File: src/rtl/cmpl_irq_pkg.sv
package cmpl_irq_pkg;
  localparam int ADDR_W = 3;
  localparam logic [ADDR_W-1:0] A_PEND  = 3'd0;
  localparam logic [ADDR_W-1:0] A_EN    = 3'd1;
  localparam logic [ADDR_W-1:0] A_CLR   = 3'd2;
  localparam logic [ADDR_W-1:0] A_ENSET = 3'd3;
  localparam logic [ADDR_W-1:0] A_ENCLR = 3'd4;
endpackage

File: src/rtl/cmpl_irq_decode.sv
module cmpl_irq_decode #(
  parameter int NUM_CODES = 32,
  localparam int CODE_W = $clog2(NUM_CODES)
) (
  input  logic                 valid,
  input  logic [CODE_W-1:0]    code,
  output logic [NUM_CODES-1:0] hit
);
  for (genvar i = 0; i < NUM_CODES; i++) begin : g_dec
    assign hit[i] = valid && (code == CODE_W'(i));
  end
endmodule

File: src/rtl/cmpl_irq_regif.sv
module cmpl_irq_regif
  import cmpl_irq_pkg::*;
#(
  parameter int NUM_CODES = 32
) (
  input  logic                 clk,
  input  logic                 rst,
  input  logic                 wr_en,
  input  logic                 rd_en,
  input  logic [ADDR_W-1:0]    addr,
  input  logic [NUM_CODES-1:0] wr_data,
  input  logic [NUM_CODES-1:0] pend_q,
  input  logic [NUM_CODES-1:0] en_q,
  output logic [NUM_CODES-1:0] clr_mask,
  output logic [NUM_CODES-1:0] enset_mask,
  output logic [NUM_CODES-1:0] enclr_mask,
  output logic [NUM_CODES-1:0] rd_data
);
  logic [NUM_CODES-1:0] rd_next;

  always_comb begin
    clr_mask   = (wr_en && addr == A_CLR)   ? wr_data : '0;
    enset_mask = (wr_en && addr == A_ENSET) ? wr_data : '0;
    enclr_mask = (wr_en && addr == A_ENCLR) ? wr_data : '0;
  end

  always_comb begin
    case (addr)
      A_PEND:  rd_next = pend_q;
      A_EN:    rd_next = en_q;
      default: rd_next = '0;
    endcase
  end

  always_ff @(posedge clk) begin
    if (rst)        rd_data <= '0;
    else if (rd_en) rd_data <= rd_next;
  end
endmodule

File: src/rtl/cmpl_irq_flags.sv
module cmpl_irq_flags #(
  parameter int NUM_CODES = 32
) (
  input  logic                 clk,
  input  logic                 rst,
  input  logic [NUM_CODES-1:0] hit,
  input  logic [NUM_CODES-1:0] clr_mask,
  input  logic [NUM_CODES-1:0] enset_mask,
  input  logic [NUM_CODES-1:0] enclr_mask,
  output logic [NUM_CODES-1:0] pend_d,
  output logic [NUM_CODES-1:0] en_d,
  output logic [NUM_CODES-1:0] pend_q,
  output logic [NUM_CODES-1:0] en_q
);
  for (genvar i = 0; i < NUM_CODES; i++) begin : g_bit
    // a new completion takes priority over a clear in the same cycle
    assign pend_d[i] = hit[i] | (pend_q[i] & ~clr_mask[i]);
    assign en_d[i]   = enset_mask[i] | (en_q[i] & ~enclr_mask[i]);

    always_ff @(posedge clk) begin
      if (rst) begin
        pend_q[i] <= 1'b0;
        en_q[i]   <= 1'b0;
      end else begin
        pend_q[i] <= pend_d[i];
        en_q[i]   <= en_d[i];
      end
    end
  end
endmodule

File: src/rtl/cmpl_irq_combine.sv
module cmpl_irq_combine #(
  parameter int NUM_CODES = 32
) (
  input  logic                 clk,
  input  logic                 rst,
  input  logic [NUM_CODES-1:0] pend_d,
  input  logic [NUM_CODES-1:0] en_d,
  output logic                 irq
);
  always_ff @(posedge clk) begin
    if (rst) irq <= 1'b0;
    else     irq <= |(pend_d & en_d);
  end
endmodule

File: src/rtl/cmpl_irq_regs.sv
module cmpl_irq_regs
  import cmpl_irq_pkg::*;
#(
  parameter int NUM_CODES = 32,
  localparam int CODE_W = $clog2(NUM_CODES)
) (
  input  logic                 clk,
  input  logic                 rst,
  input  logic                 cmp_valid,
  input  logic [CODE_W-1:0]    cmp_code,
  input  logic                 wr_en,
  input  logic                 rd_en,
  input  logic [ADDR_W-1:0]    addr,
  input  logic [NUM_CODES-1:0] wr_data,
  output logic [NUM_CODES-1:0] rd_data,
  output logic                 irq
);
  logic [NUM_CODES-1:0] hit, clr_mask, enset_mask, enclr_mask;
  logic [NUM_CODES-1:0] pend_d, en_d, pend_q, en_q;

  cmpl_irq_decode #(.NUM_CODES(NUM_CODES)) u_decode (
    .valid(cmp_valid), .code(cmp_code), .hit(hit)
  );

  cmpl_irq_regif #(.NUM_CODES(NUM_CODES)) u_regif (
    .clk(clk), .rst(rst), .wr_en(wr_en), .rd_en(rd_en), .addr(addr),
    .wr_data(wr_data), .pend_q(pend_q), .en_q(en_q),
    .clr_mask(clr_mask), .enset_mask(enset_mask), .enclr_mask(enclr_mask),
    .rd_data(rd_data)
  );

  cmpl_irq_flags #(.NUM_CODES(NUM_CODES)) u_flags (
    .clk(clk), .rst(rst), .hit(hit), .clr_mask(clr_mask),
    .enset_mask(enset_mask), .enclr_mask(enclr_mask),
    .pend_d(pend_d), .en_d(en_d), .pend_q(pend_q), .en_q(en_q)
  );

  cmpl_irq_combine #(.NUM_CODES(NUM_CODES)) u_combine (
    .clk(clk), .rst(rst), .pend_d(pend_d), .en_d(en_d), .irq(irq)
  );
endmodule

File: config.mk
export PLATFORM = sky130hd
export DESIGN_NAME = cmpl_irq_regs
export DESIGN_NICKNAME = d
export VERILOG_FILES = /design/src/rtl/cmpl_irq_pkg.sv /design/src/rtl/cmpl_irq_decode.sv /design/src/rtl/cmpl_irq_regif.sv /design/src/rtl/cmpl_irq_flags.sv /design/src/rtl/cmpl_irq_combine.sv /design/src/rtl/cmpl_irq_regs.sv
export SDC_FILE = /design/constraint.sdc
export NUM_CORES = 1
export LEC_CHECK = 0
export ABC_AREA = 1
export BUFFER_PORTS_ARGS = -buffer_cell sky130_fd_sc_hd__buf_2
export CAP_MARGIN = 30
export CORE_ASPECT_RATIO = 1.1
export CORE_MARGIN = 2
export CORE_UTILIZATION = 40
export CTS_BUF_LIST = sky130_fd_sc_hd__clkbuf_8
export DETAILED_ROUTE_END_ITERATION = 12
export PLACE_DENSITY_LB_ADDON = 0.08
export SYNTH_ARGS = -nofsm -noshare
export SYNTH_HDL_FRONTEND = slang
export SYNTH_SLANG_ARGS = --single-unit
File: constraint.sdc
create_clock -name clk -period 2.82 [get_ports clk]
set_input_delay 0.564 -clock clk [delete_from_list [all_inputs] [get_ports clk]]
set_output_delay 0.564 -clock clk [all_outputs]
set_load 0.05 [all_outputs]
==> Flow_metrics.wiki <==
{| class="wikitable"
! Metric !! Value
|-
| Avg Cell Area, Syn || between 6 and 7 sq um
|-
| Number of cells produced by synthesis || 752
|-
| Sw Pwr || 715 uW
|-
| Maximum number of pins on one net before global-route repair || 37
|-
| Cell chosen for the clock root || clkbuf_8
|-
| Number of antenna cells inserted || 0
|-
| Critical setup path kind || in2reg
|-
| Post-layout min period || 1.96 ns
|-
| Via Count || 4980
|-
| # IOs || 78
|-
| Port-buffer cells || 77
|-
| Clock-pin slew on the worst setup and hold paths || 0.10 ns
|-
| Sequential cell area fraction in the yosys report || 41.0%
|-
| Initial antenna violation count || 0
|-
| Post-DRT Antenna Nets || 0
|-
| Proportion of power drawn by combinational gates || 10.7%
|-
| Worst VDD drop || ~0.00019 V
|-
| Critical path capture point type || flip-flop
|-
| Result of the run || finished, final reports clean
|-
| Drt pass-1 iters || 6
|-
| Tightest Pin Transition || 0.548 ns
|-
| Instance area after placement || 0.00527 sq mm
|-
| Leak Pwr || 2.60 nW
|-
| Clock Path Buffers || 2
|-
| Count of final max-slew check failures || 0
|-
| Total internal power || 1.78 mW
|-
| Worst Skew || about 0.016 ns
|-
| First-pass GRT wire length || 23.4 mm
|-
| Num Clock Sinks || 97
|-
| Via count of the first global-routing pass || 4757
|-
| DRC viols || 0
|-
| Seq cells post-synth || 97
|-
| Reg-to-reg critical path startpoint || u_flags.en_q[24]
|-
| Syn-to-layout area delta || 14.8%
|-
| CTS tree || yes
|-
| Number of placement rows || 41
|-
| Area share of the largest cell type after synthesis || 41.0%
|-
| CP Max Fanout || 11
|-
| Warning count from the yosys run || 0
|-
| Buffer count from post-CTS setup fixing || 0
|-
| Syn_nets || 797
|-
| Part of the cycle the worst path needs || 69.5%
|-
| Estimated wirelength of the detail-placed design || 9.80 mm
|-
| Switching power share of the total || 28.7%
|-
| Post-Route Setup TNS || 0 ns
|-
| Cell types with the largest area share after synthesis || dfxtp_1, nand2_1, nand3_1
|-
| Iteration-0 DRC count of the detailed router || 349
|-
| Total power after layout || approximately 2.5 mW
|-
| Insertion delay to the later sink of the worst-skew pair || 0.38 ns
|-
| Die extent in x || 108 um
|-
| Wire length per cell after detailed routing || 14.7 um
|-
| Hold crit path type || reg2reg
|-
| Total setup violations reported at the end of the flow || 0
|-
| DIE HEIGHT || 118 um
|-
| Post-synthesis instance area || 0.00473 sq mm
|-
| Worst EP arrival || 2.23 ns
|-
| Relative slew slack || 63.4%
|-
| CORE AREA || roughly 0.011 sq mm
|-
| RSZ-0062 raised after global routing || no
|-
| CTS resizes || 0
|-
| Weighted congestion at the end of routability-driven global placement || 0.946
|-
| Startpoint of the worst hold path || u_regif.rd_data[0]
|-
| Number of standard cells in the layout, taps in and fillers out || between 900 and 1000
|-
| Via-to-Cell Ratio || 5.16
|-
| Fraction of layout instances using a drive strength above 1 || 14.2%
|-
| Count of H-tree levels built during CTS || 3
|-
| Post-route cell area || roughly 0.0054 sq mm
|-
| Total die area || 0.0127 sq mm
|-
| Number of nets in the final layout || 856
|-
| Startpoint of the worst setup timing path || addr[1]
|-
| Global-route congestion overflow total || 0
|-
| Number of clock buffers inserted by TritonCTS || 9
|-
| Number of distinct library cells after synthesis || 16
|-
| Cell total after placement || 950
|-
| Fill cell instance count of the final layout || 1238
|-
| Clock network power share || 33.4%
|-
| Highest Clock Rate || a little over 500 MHz
|-
| Sequential share of power || 55.9%
|-
| Cell type with the largest total area after synthesis || dfxtp_1
|-
| Power density of the placed cells || ~460 mW/mm^2
|-
| Number of endpoints with negative hold slack in the final report || 0
|-
| Data required time at the worst endpoint || 3.08 ns
|-
| All-Layer GR Usage || 23.2%
|-
| Initial Utilization || 41.2%
|-
| Max-cap violations || 0
|-
| End-of-flow core utilization || 47.3%
|-
| Number of buffers inserted by hold repair at cts || 0
|-
| Overall routed net length || 14.2 mm
|-
| Element type at the critical path start || input port
|}
[flip-flops by register name, indices dropped and copies added, names as in the netlist]
signal,cells
u_flags.en_q,32
u_regif.rd_data,32
u_flags.pend_q,32
u_combine.irq,1
[worst paths after layout]
path | depth (start not counted) | slack, ns | end
setup reg to reg | 9 | 1.69 | u_combine.irq
hold / removal | 2 | 0.47 | u_regif.rd_data[0]
setup / recovery | 12 | 0.86 | u_combine.irq
hold reg to reg | 2 | 0.47 | u_regif.rd_data[0]
[cell type report]
cell class | count | area [sq um] | share of cell area (%)
Tap cell | 150 | 188 | 3.45
Sequential cell | 97 | 1940 | 35.7
Timing Repair Buffer | 93 | 531 | 9.76
Multi-Input combinational cell | 584 | 2510 | 46.1
Clock inverter | 7 | 47.5 | 0.875
Inverter | 26 | 97.6 | 1.80
Clock buffer | 9 | 124 | 2.28
[stage by stage]
stage | hold WS, ns | setup slack [ns]
after floorplan | 0.461 | 1.13
after global placement | 0.450 | 0.593
after detailed placement | 0.454 | 0.492
after CTS | 0.445 | 0.917
after global routing | 0.457 | 0.702
final | 0.466 | 0.859
[power groups by stage]
stage                     Sequential, mW  Clock, mW  Combinational [mW]
after floorplan                     1.43          0               0.147
after global placement              1.43          0               0.265
after detailed placement            1.43          0               0.267
after CTS                           1.39      0.869               0.267
after global routing                1.40      0.914               0.296
final                               1.39      0.832               0.267
[cell usage in the layout, fill, tap and decap left out, drive strengths merged]
cell      count
clkbuf        9
inv          26
clkinvlp      2
nand2       326
buf          93
clkinv        5
o21ai        22
nand3       103
a21oi        97
dfxtp        97
nor2         32
o21bai        4
[worst max-delay path, stage by stage]
cell and delay, ns:
buf_2 0.15, inv_2 0.05, nor2_2 0.25, nand2_1 0.38, o21ai_0 0.34, nand2_1 0.09
nand2_1 0.07, nand2_1 0.05, nor2_1 0.08, nand2_1 0.05, nor2_1 0.08, a21oi_1 0.07
[metal layers]
| metal | up-vias | track usage (%) | wire length, um |
|---|---|---|---|
| met2 | 115 | 38.2 | 6700 |
| met1 | 2286 | 30.6 | 6520 |
| li1 | 2559 | - | - |
| met3 | 20 | 4.32 | 706 |
| met4 | 0 | 7.21 | 225 |
| met5 | - | 0 | 0 |
[synth_stat cells]
cell type and count:
dfxtp_1 97, o21ai_1 16, o21ai_0 6, buf_4 3, buf_2 12, buf_1 3, inv_2 2, inv_1 24
nand3_1 103, a21oi_1 97, nand2_1 326, nor2_2 3, clkbuf_1 27, nor2_1 28, o21bai_1 4, nor2_4 1
[logic make-up (layout without fill, tap and decap cells)]
kind of cell	count (synthesis)	in the layout	synth area share [%]
AND/OR/NAND/NOR	461	461	39.6
AO/OA/AOI/OAI	123	123	13.2
flip-flops	97	97	41.0
buffers and inverters	71	135	6.18
Note: power is estimated with default switching activity, not from simulation.
